File: src/rtl/pidx_gather_pkg.sv
package pidx_gather_pkg;

    // Index width code carried in the top two function bits
    typedef enum logic [1:0] {
        IW_FULL = 2'd0,
        IW_B8   = 2'd1,
        IW_B16  = 2'd2,
        IW_B32  = 2'd3
    } idx_width_e;

    // log2 of the index width in bits
    function automatic logic [3:0] iw_shift(input logic [1:0] code, input logic [3:0] full_sh);
        case (idx_width_e'(code))
            IW_FULL: iw_shift = full_sh;
            IW_B8:   iw_shift = 4'd3;
            IW_B16:  iw_shift = 4'd4;
            default: iw_shift = 4'd5;
        endcase
    endfunction

endpackage

File: src/rtl/pidx_gather_rf.sv
module pidx_gather_rf #(
    parameter int NREG = 32,
    parameter int XLEN = 64,
    parameter int NRD  = 3
) (
    input  logic                               clk,
    input  logic                               rst_n,
    input  logic                               we,
    input  logic [$clog2(NREG)-1:0]            waddr,
    input  logic [XLEN-1:0]                    wdata,
    input  logic [NRD-1:0][$clog2(NREG)-1:0]   raddr,
    output logic [NRD-1:0][XLEN-1:0]           rdata
);
    localparam int AW = $clog2(NREG);

    logic [XLEN-1:0] rf_d [NREG];
    logic [XLEN-1:0] rf_q [NREG];

    always_comb begin
        for (int r = 0; r < NREG; r++) begin
            rf_d[r] = rf_q[r];
        end
        if (we) begin
            rf_d[waddr] = wdata;
        end
    end

    always_ff @(posedge clk) begin
        for (int r = 0; r < NREG; r++) begin
            if (!rst_n) rf_q[r] <= '0;
            else        rf_q[r] <= rf_d[r];
        end
    end

    for (genvar p = 0; p < NRD; p++) begin : g_rd
        assign rdata[p] = rf_q[raddr[p][AW-1:0]];
    end

endmodule

File: src/rtl/pidx_gather_unpack.sv
module pidx_gather_unpack #(
    parameter int XLEN = 64
) (
    input  logic [XLEN-1:0]         word,
    input  logic [$clog2(XLEN)-1:0] shift,
    input  logic [1:0]              code,
    output logic [XLEN-1:0]         idx
);
    import pidx_gather_pkg::*;

    logic [XLEN-1:0] mask;
    logic [XLEN-1:0] shifted;

    always_comb begin
        case (idx_width_e'(code))
            IW_FULL: mask = '1;
            IW_B8:   mask = XLEN'(8'hFF);
            IW_B16:  mask = XLEN'(16'hFFFF);
            default: mask = XLEN'(32'hFFFF_FFFF);
        endcase
        shifted = word >> shift;
        idx     = shifted & mask;
    end

endmodule

File: src/rtl/pidx_gather_seq.sv
module pidx_gather_seq #(
    parameter int NREG  = 32,
    parameter int XLEN  = 64,
    parameter int VL_W  = 6,
    parameter int SVL_W = 2
) (
    input  logic                      clk,
    input  logic                      rst_n,
    input  logic                      start,
    input  logic [3:0]                func,
    input  logic [$clog2(NREG)-1:0]   dst_base,
    input  logic [$clog2(NREG)-1:0]   idx_base,
    input  logic [VL_W-1:0]           vlen,
    input  logic [SVL_W-1:0]          svl_m1,
    output logic                      busy,
    output logic                      done,
    output logic                      rej,
    output logic [$clog2(NREG)-1:0]   idx_raddr,
    output logic [$clog2(XLEN)-1:0]   idx_shift,
    output logic [1:0]                idx_code,
    output logic [$clog2(NREG)-1:0]   dbase,
    output logic                      mv_we,
    output logic [$clog2(NREG)-1:0]   mv_waddr
);
    import pidx_gather_pkg::*;

    localparam int AW    = $clog2(NREG);
    localparam int LXW   = $clog2(XLEN);
    localparam int MW    = VL_W + SVL_W;
    localparam int OFF_W = MW + LXW;
    localparam logic [3:0] FULL_SH = 4'(LXW);

    typedef struct packed {
        logic             busy;
        logic             done;
        logic             rej;
        logic             sub;
        logic [1:0]       code;
        logic [AW-1:0]    dbase;
        logic [AW-1:0]    ibase;
        logic [VL_W-1:0]  vl;
        logic [VL_W-1:0]  i;
        logic [SVL_W-1:0] svm1;
        logic [SVL_W-1:0] j;
        logic [MW-1:0]    m;
    } seq_t;

    seq_t s_d, s_q;

    logic [MW-1:0]    k;
    logic [OFF_W-1:0] off;
    logic [OFF_W-1:0] word_off;
    logic             last;

    always_comb begin
        s_d      = s_q;
        s_d.done = 1'b0;
        s_d.rej  = 1'b0;

        // index position: running count or restarting per outer element
        k        = s_q.sub ? MW'(s_q.j) : s_q.m;
        off      = OFF_W'(k) << iw_shift(s_q.code, FULL_SH);
        word_off = off >> LXW;
        last     = (s_q.j == s_q.svm1) && (s_q.i == s_q.vl - VL_W'(1));

        if (s_q.busy) begin
            if (last) begin
                s_d.busy = 1'b0;
                s_d.done = 1'b1;
            end else begin
                s_d.m = s_q.m + MW'(1);
                if (s_q.j == s_q.svm1) begin
                    s_d.j = '0;
                    s_d.i = s_q.i + VL_W'(1);
                end else begin
                    s_d.j = s_q.j + SVL_W'(1);
                end
            end
        end else if (start) begin
            if (!func[0]) begin
                s_d.rej = 1'b1;
            end else if (vlen == '0) begin
                s_d.done = 1'b1;
            end else begin
                s_d.busy  = 1'b1;
                s_d.sub   = func[1];
                s_d.code  = func[3:2];
                s_d.dbase = dst_base;
                s_d.ibase = idx_base;
                s_d.vl    = vlen;
                s_d.svm1  = svl_m1;
                s_d.i     = '0;
                s_d.j     = '0;
                s_d.m     = '0;
            end
        end
    end

    always_ff @(posedge clk) begin
        if (!rst_n) s_q <= '0;
        else        s_q <= s_d;
    end

    assign busy      = s_q.busy;
    assign done      = s_q.done;
    assign rej       = s_q.rej;
    assign idx_raddr = s_q.ibase + word_off[AW-1:0];
    assign idx_shift = off[LXW-1:0];
    assign idx_code  = s_q.code;
    assign dbase     = s_q.dbase;
    assign mv_we     = s_q.busy;
    assign mv_waddr  = s_q.dbase + s_q.m[AW-1:0];

endmodule

File: src/rtl/pidx_gather.sv
module pidx_gather #(
    parameter int NREG  = 32,
    parameter int XLEN  = 64,
    parameter int VL_W  = 6,
    parameter int SVL_W = 2
) (
    input  logic                    clk,
    input  logic                    rst_n,
    input  logic                    start,
    input  logic [3:0]              func,
    input  logic [$clog2(NREG)-1:0] dst_base,
    input  logic [$clog2(NREG)-1:0] idx_base,
    input  logic [VL_W-1:0]         vlen,
    input  logic [SVL_W-1:0]        svl_m1,
    input  logic                    host_we,
    input  logic [$clog2(NREG)-1:0] host_waddr,
    input  logic [XLEN-1:0]         host_wdata,
    input  logic [$clog2(NREG)-1:0] host_raddr,
    output logic [XLEN-1:0]         host_rdata,
    output logic                    busy,
    output logic                    done,
    output logic                    rej
);
    localparam int AW  = $clog2(NREG);
    localparam int LXW = $clog2(XLEN);
    localparam int NRD = 3;

    logic [NRD-1:0][AW-1:0]   rf_raddr;
    logic [NRD-1:0][XLEN-1:0] rf_rdata;
    logic [AW-1:0]            idx_raddr;
    logic [LXW-1:0]           idx_shift;
    logic [1:0]               idx_code;
    logic [AW-1:0]            dbase;
    logic                     mv_we;
    logic [AW-1:0]            mv_waddr;
    logic [XLEN-1:0]          idx_val;
    logic [AW-1:0]            src_raddr;
    logic                     rf_we;
    logic [AW-1:0]            rf_waddr;
    logic [XLEN-1:0]          rf_wdata;

    pidx_gather_seq #(
        .NREG(NREG), .XLEN(XLEN), .VL_W(VL_W), .SVL_W(SVL_W)
    ) u_seq (
        .clk       (clk),
        .rst_n     (rst_n),
        .start     (start),
        .func      (func),
        .dst_base  (dst_base),
        .idx_base  (idx_base),
        .vlen      (vlen),
        .svl_m1    (svl_m1),
        .busy      (busy),
        .done      (done),
        .rej       (rej),
        .idx_raddr (idx_raddr),
        .idx_shift (idx_shift),
        .idx_code  (idx_code),
        .dbase     (dbase),
        .mv_we     (mv_we),
        .mv_waddr  (mv_waddr)
    );

    pidx_gather_unpack #(.XLEN(XLEN)) u_unpack (
        .word  (rf_rdata[0]),
        .shift (idx_shift),
        .code  (idx_code),
        .idx   (idx_val)
    );

    // source register: destination base plus index, wrapping in the file
    assign src_raddr = dbase + idx_val[AW-1:0];

    assign rf_raddr[0] = idx_raddr;
    assign rf_raddr[1] = src_raddr;
    assign rf_raddr[2] = host_raddr;
    assign host_rdata  = rf_rdata[2];

    // moves own the write port while busy; host writes are dropped then
    assign rf_we    = mv_we | host_we;
    assign rf_waddr = mv_we ? mv_waddr : host_waddr;
    assign rf_wdata = mv_we ? rf_rdata[1] : host_wdata;

    pidx_gather_rf #(.NREG(NREG), .XLEN(XLEN), .NRD(NRD)) u_rf (
        .clk   (clk),
        .rst_n (rst_n),
        .we    (rf_we),
        .waddr (rf_waddr),
        .wdata (rf_wdata),
        .raddr (rf_raddr),
        .rdata (rf_rdata)
    );

endmodule

File: config.mk
export PLATFORM = sky130hd
export DESIGN_NAME = pidx_gather
export DESIGN_NICKNAME = d
export VERILOG_FILES = /design/src/rtl/pidx_gather_pkg.sv /design/src/rtl/pidx_gather_rf.sv /design/src/rtl/pidx_gather_unpack.sv /design/src/rtl/pidx_gather_seq.sv /design/src/rtl/pidx_gather.sv
export SDC_FILE = /design/constraint.sdc
export NUM_CORES = 2
export LEC_CHECK = 0
export BUFFER_PORTS_ARGS = -buffer_cell sky130_fd_sc_hd__buf_2
export CORE_UTILIZATION = 55
export DETAILED_ROUTE_END_ITERATION = 10
export PLACE_DENSITY = 0.81
export SLEW_MARGIN = 25
export SYNTH_ARGS = -nofsm -noshare
export SYNTH_HDL_FRONTEND = slang
export SYNTH_SLANG_ARGS = --single-unit
File: constraint.sdc
create_clock -name clk -period 23 [get_ports clk]
set_input_delay 4.6 -clock clk [delete_from_list [all_inputs] [get_ports clk]]
set_output_delay 4.6 -clock clk [all_outputs]
set_load 0.02 [all_outputs]
==> metrics.md <==
| Metric | Value |
|---|---|
| Status | complete, no violations |
| CP Capture Type | output pin |
| H-tree levels | 4 |
| Average size of a mapped cell | 10.8 um^2 |
| Met2 wire length | 167 mm |
| VDD IR-drop max | 89.0 uV |
| Slew Viols, Final | 0 |
| Router iterations before antenna repair | 8 |
| Crit path cell chain | buf_8 -> buf_12 -> buf_4 -> buf_4 -> mux4_2 -> mux4_2 -> mux2_2 -> buf_2 |
| Setup TNS | 0 ns |
| Synth top area share | 37.5% |
| Rows | 164 |
| Routed wire length on met3 | 56.5 mm |
| Critical Path AT | 9.54 ns |
| Layout cell share with drive strength beyond 1 | 25.6% |
| Chip height | 452 um |
| Unrepaired setup endpoints after global routing | false |
| Initial antenna violation count | 14 |
| Post-synth EDFFs | 0 |
| Unique masters post-synth | 57 |
| First-pass GRT wire length | 560 mm |
| Hold-fix buffers at CTS | 0 |
| Max Fclk | 70.7 MHz |
| Wl on met1 | 118 mm |
| Post-synth ARST share | 0% |
| Die outline width | 452 um |
| Core Area | 0.201 mm^2 |
| GRT overflow | 0 |
| Number of port buffers | 166 |
| Layout area overhead | 7.14% |
| Final #Nets | 9,592 |
| Critical path startpoint category | input pin |
| Post-CTS Setup Inserts | 0 |
| Placer congestion estimate | 0.893 |
| Critical path's slowest cell | buf_4 |
| Leak | 38.6 nW |
| Drt via density | 7.69 |
| Clock sinks | 2,088 |
| Hold/Removal Path Class | reg2reg |
| Die area | 0.205 mm^2 |
| Clock network latency to the later pin of the worst-skew pair | 0.89 ns |
| Hpwl dp | 197 mm |
| Final hold vios | 0 |
| CTS max path bufs | 3 |
| Final Skew | 0.0734 ns |
| Overall Power | 0.00827 W |
| Most frequent cells in the layout | nand3_1 (2,121), dfxtp_1 (2,087), mux4_2 (1,602) |
| CTS tree | yes |
| Most common cell after layout, fill and taps aside | nand3_1 |
| CP Max Fanout | 111 |
| Number of global-route vias before repair | 92,841 |
| Worst path bufs/invs | 5 |
| Setup violations, final | 0 |
| MaxCap Viol Count | 0 |
| Tmin final | 14.14 ns |
| IO Pins | 167 |
| Top sig layer | met5 |
| Post-route cell area | 0.119 mm^2 |
| Drt initial violations | 18,163 |
| DRC | 0 |
| Total Wirelength | 375 mm |
| Final ANT Viol Nets | 0 |
| Final period utilization | 61.5% |
| Cell taking the most area after synthesis | dfxtp_1 |
| YS warnings | 0 |
| Syn_nets | 10,414 |
| WL/cell | 30.5 um |
| Post-Synthesis Cells | 10,296 |
| DR vias | 94,569 |
| Yosys reg bits | 2,088 |
| Syn Std Cell Area | 0.112 mm^2 |
| Initial core utilization | 55.6% |
| Layout filler cell count | 14,951 |
| Worst path max stage delay | 0.87 ns |
| Post-Place Cell Area | 0.112 mm^2 |
| Reg clk slew, reported paths | 0.06 ns |
| Num CTS Buffers | 201 |
| Most used DFF post-synth | dfxtp_1 |
| Post-synthesis sequential area ratio | 37.5% |
| Worst slew pin tran | 1.22 ns |
| Gr usage total | 35.9% |
| CTS root buf | clkbuf_16 |
| Largest net degree at the start of global routing | 223 |
| Ranking of synthesized cells by area | dfxtp_1 (37%), mux4_2 (32%), nand3_1 (9.5%) |
| Cell family with most CP delay | buffers and inverters |
| Worst endpoint required time | 18.40 ns |
| Crit Path Class | in2out |
| PostCTS Resize Cnt | 0 |
| Slew headroom | 18.4% |
| PD cells | 69.2 mW/mm^2 |
## flip-flops by register name, summed over array words and instances (netlist names)
name,cells
u_rf.rf_q,2048
u_seq.rej,1
u_seq.dbase,5
u_seq.busy,1
u_seq.s_q,30
u_seq.done,1
u_seq.idx_code,2
## per-stage QoR
stage	setup WS (ns)	hold WS [ns]	utilization [%]	std cells
finish	8.86	0.470	59.5	12301
global route	8.49	0.490	59.5	12300
CTS	8.79	0.472	59.2	12289
detailed placement	8.80	0.464	55.9	11923
global placement	8.87	0.454	55.8	11923
floorplan	11.19	0.445	-	10296
## kinds of logic (layout without fill, tap and decap cells)
group | count (synthesis) | in the layout | share of synthesized area (%)
AO/OA/AOI/OAI | 2410 | 2410 | 11.7
other | 0 | 8 | 0
AND/OR/NAND/NOR | 2612 | 2612 | 11.4
adder cells (fa/ha/maj) | 18 | 18 | 0.222
XOR/XNOR | 33 | 33 | 0.266
buffers and inverters | 1366 | 707 | 5.01
multiplexers | 1769 | 1769 | 33.9
flip-flops | 2088 | 2088 | 37.5
## final timing paths
check	from	end	slack, ns	cells after the start
worst max register to register	u_seq.s_q[36]$_SDFFE_PN0P_	u_rf.rf_q[9][49]$_SDFFE_PN0P_	10.15	29
worst max-delay path	host_raddr[0]	host_rdata[45]	8.86	8
worst min register to register	u_rf.rf_q[1][22]$_SDFFE_PN0P_	u_rf.rf_q[1][22]$_SDFFE_PN0P_	0.47	2
worst min-delay path	u_rf.rf_q[1][22]$_SDFFE_PN0P_	u_rf.rf_q[1][22]$_SDFFE_PN0P_	0.47	2
## tightest hold or removal path, delay by kind of cell (launching register included)
kind / cells / cell delay, ns
AOI/OAI and AO/OA: 1 / 0.05
DFF: 1 / 0.31
and+or+nand+nor: 1 / 0.06
## routing by layer
| layer | vias up | global-route usage (%) |
|---|---|---|
| met5 | - | 0 |
| met2 | 8529 | 54.0 |
| li1 | 38315 | - |
| met1 | 45651 | 42.7 |
| met4 | 8 | 28.9 |
| met3 | 2066 | 11.0 |
## where the power goes
group / internal, W / switching, W
Sequential: 0.00367 / 0.0000513
Combinational: 0.000400 / 0.000756
Clock: 0.00188 / 0.00152
Total: 0.00594 / 0.00233
## cell usage after synthesis, types with 2 or more instances
cell	n
ha_1	15
mux2i_1	95
or4_1	2
o2111ai_1	3
clkbuf_2	9
o21ai_1	468
xnor2_1	19
buf_1	138
nor3_1	10
buf_6	7
xor2_1	13
a31oi_1	20
nand3b_1	2
nand2_1	380
o21a_1	3
clkbuf_1	977
fa_1	3
a32o_1	3
nand2b_1	9
nor2b_1	3
and3_1	38
a21oi_1	32
and2_1	5
buf_4	45
nand3_1	2121
o21ai_0	1591
o211ai_1	5
buf_2	182
mux2_2	72
o221ai_1	2
mux4_2	1602
inv_1	8
or3_1	4
o32ai_1	3
a311oi_1	49
nand4_1	9
nor2_1	24
o211ai_2	60
o22ai_1	131
a21boi_0	20
a21o_1	8
dfxtp_1	2088
a31o_2	3
o211a_1	2
## area by class of cell
cell class / instances / area (um^2) / area share [%]
timing repair buffer: 333 / 2470 / 2.07
clock buffer: 275 / 5770 / 4.83
antenna: 8 / 20.0 / 0.0168
sequential: 2088 / 41800 / 35.0
clock inverter: 91 / 921 / 0.771
tap: 2656 / 3320 / 2.78
inverter: 8 / 30.0 / 0.0251
multi-input combinational: 6842 / 65200 / 54.5
Power figures use the tool's default switching activity.
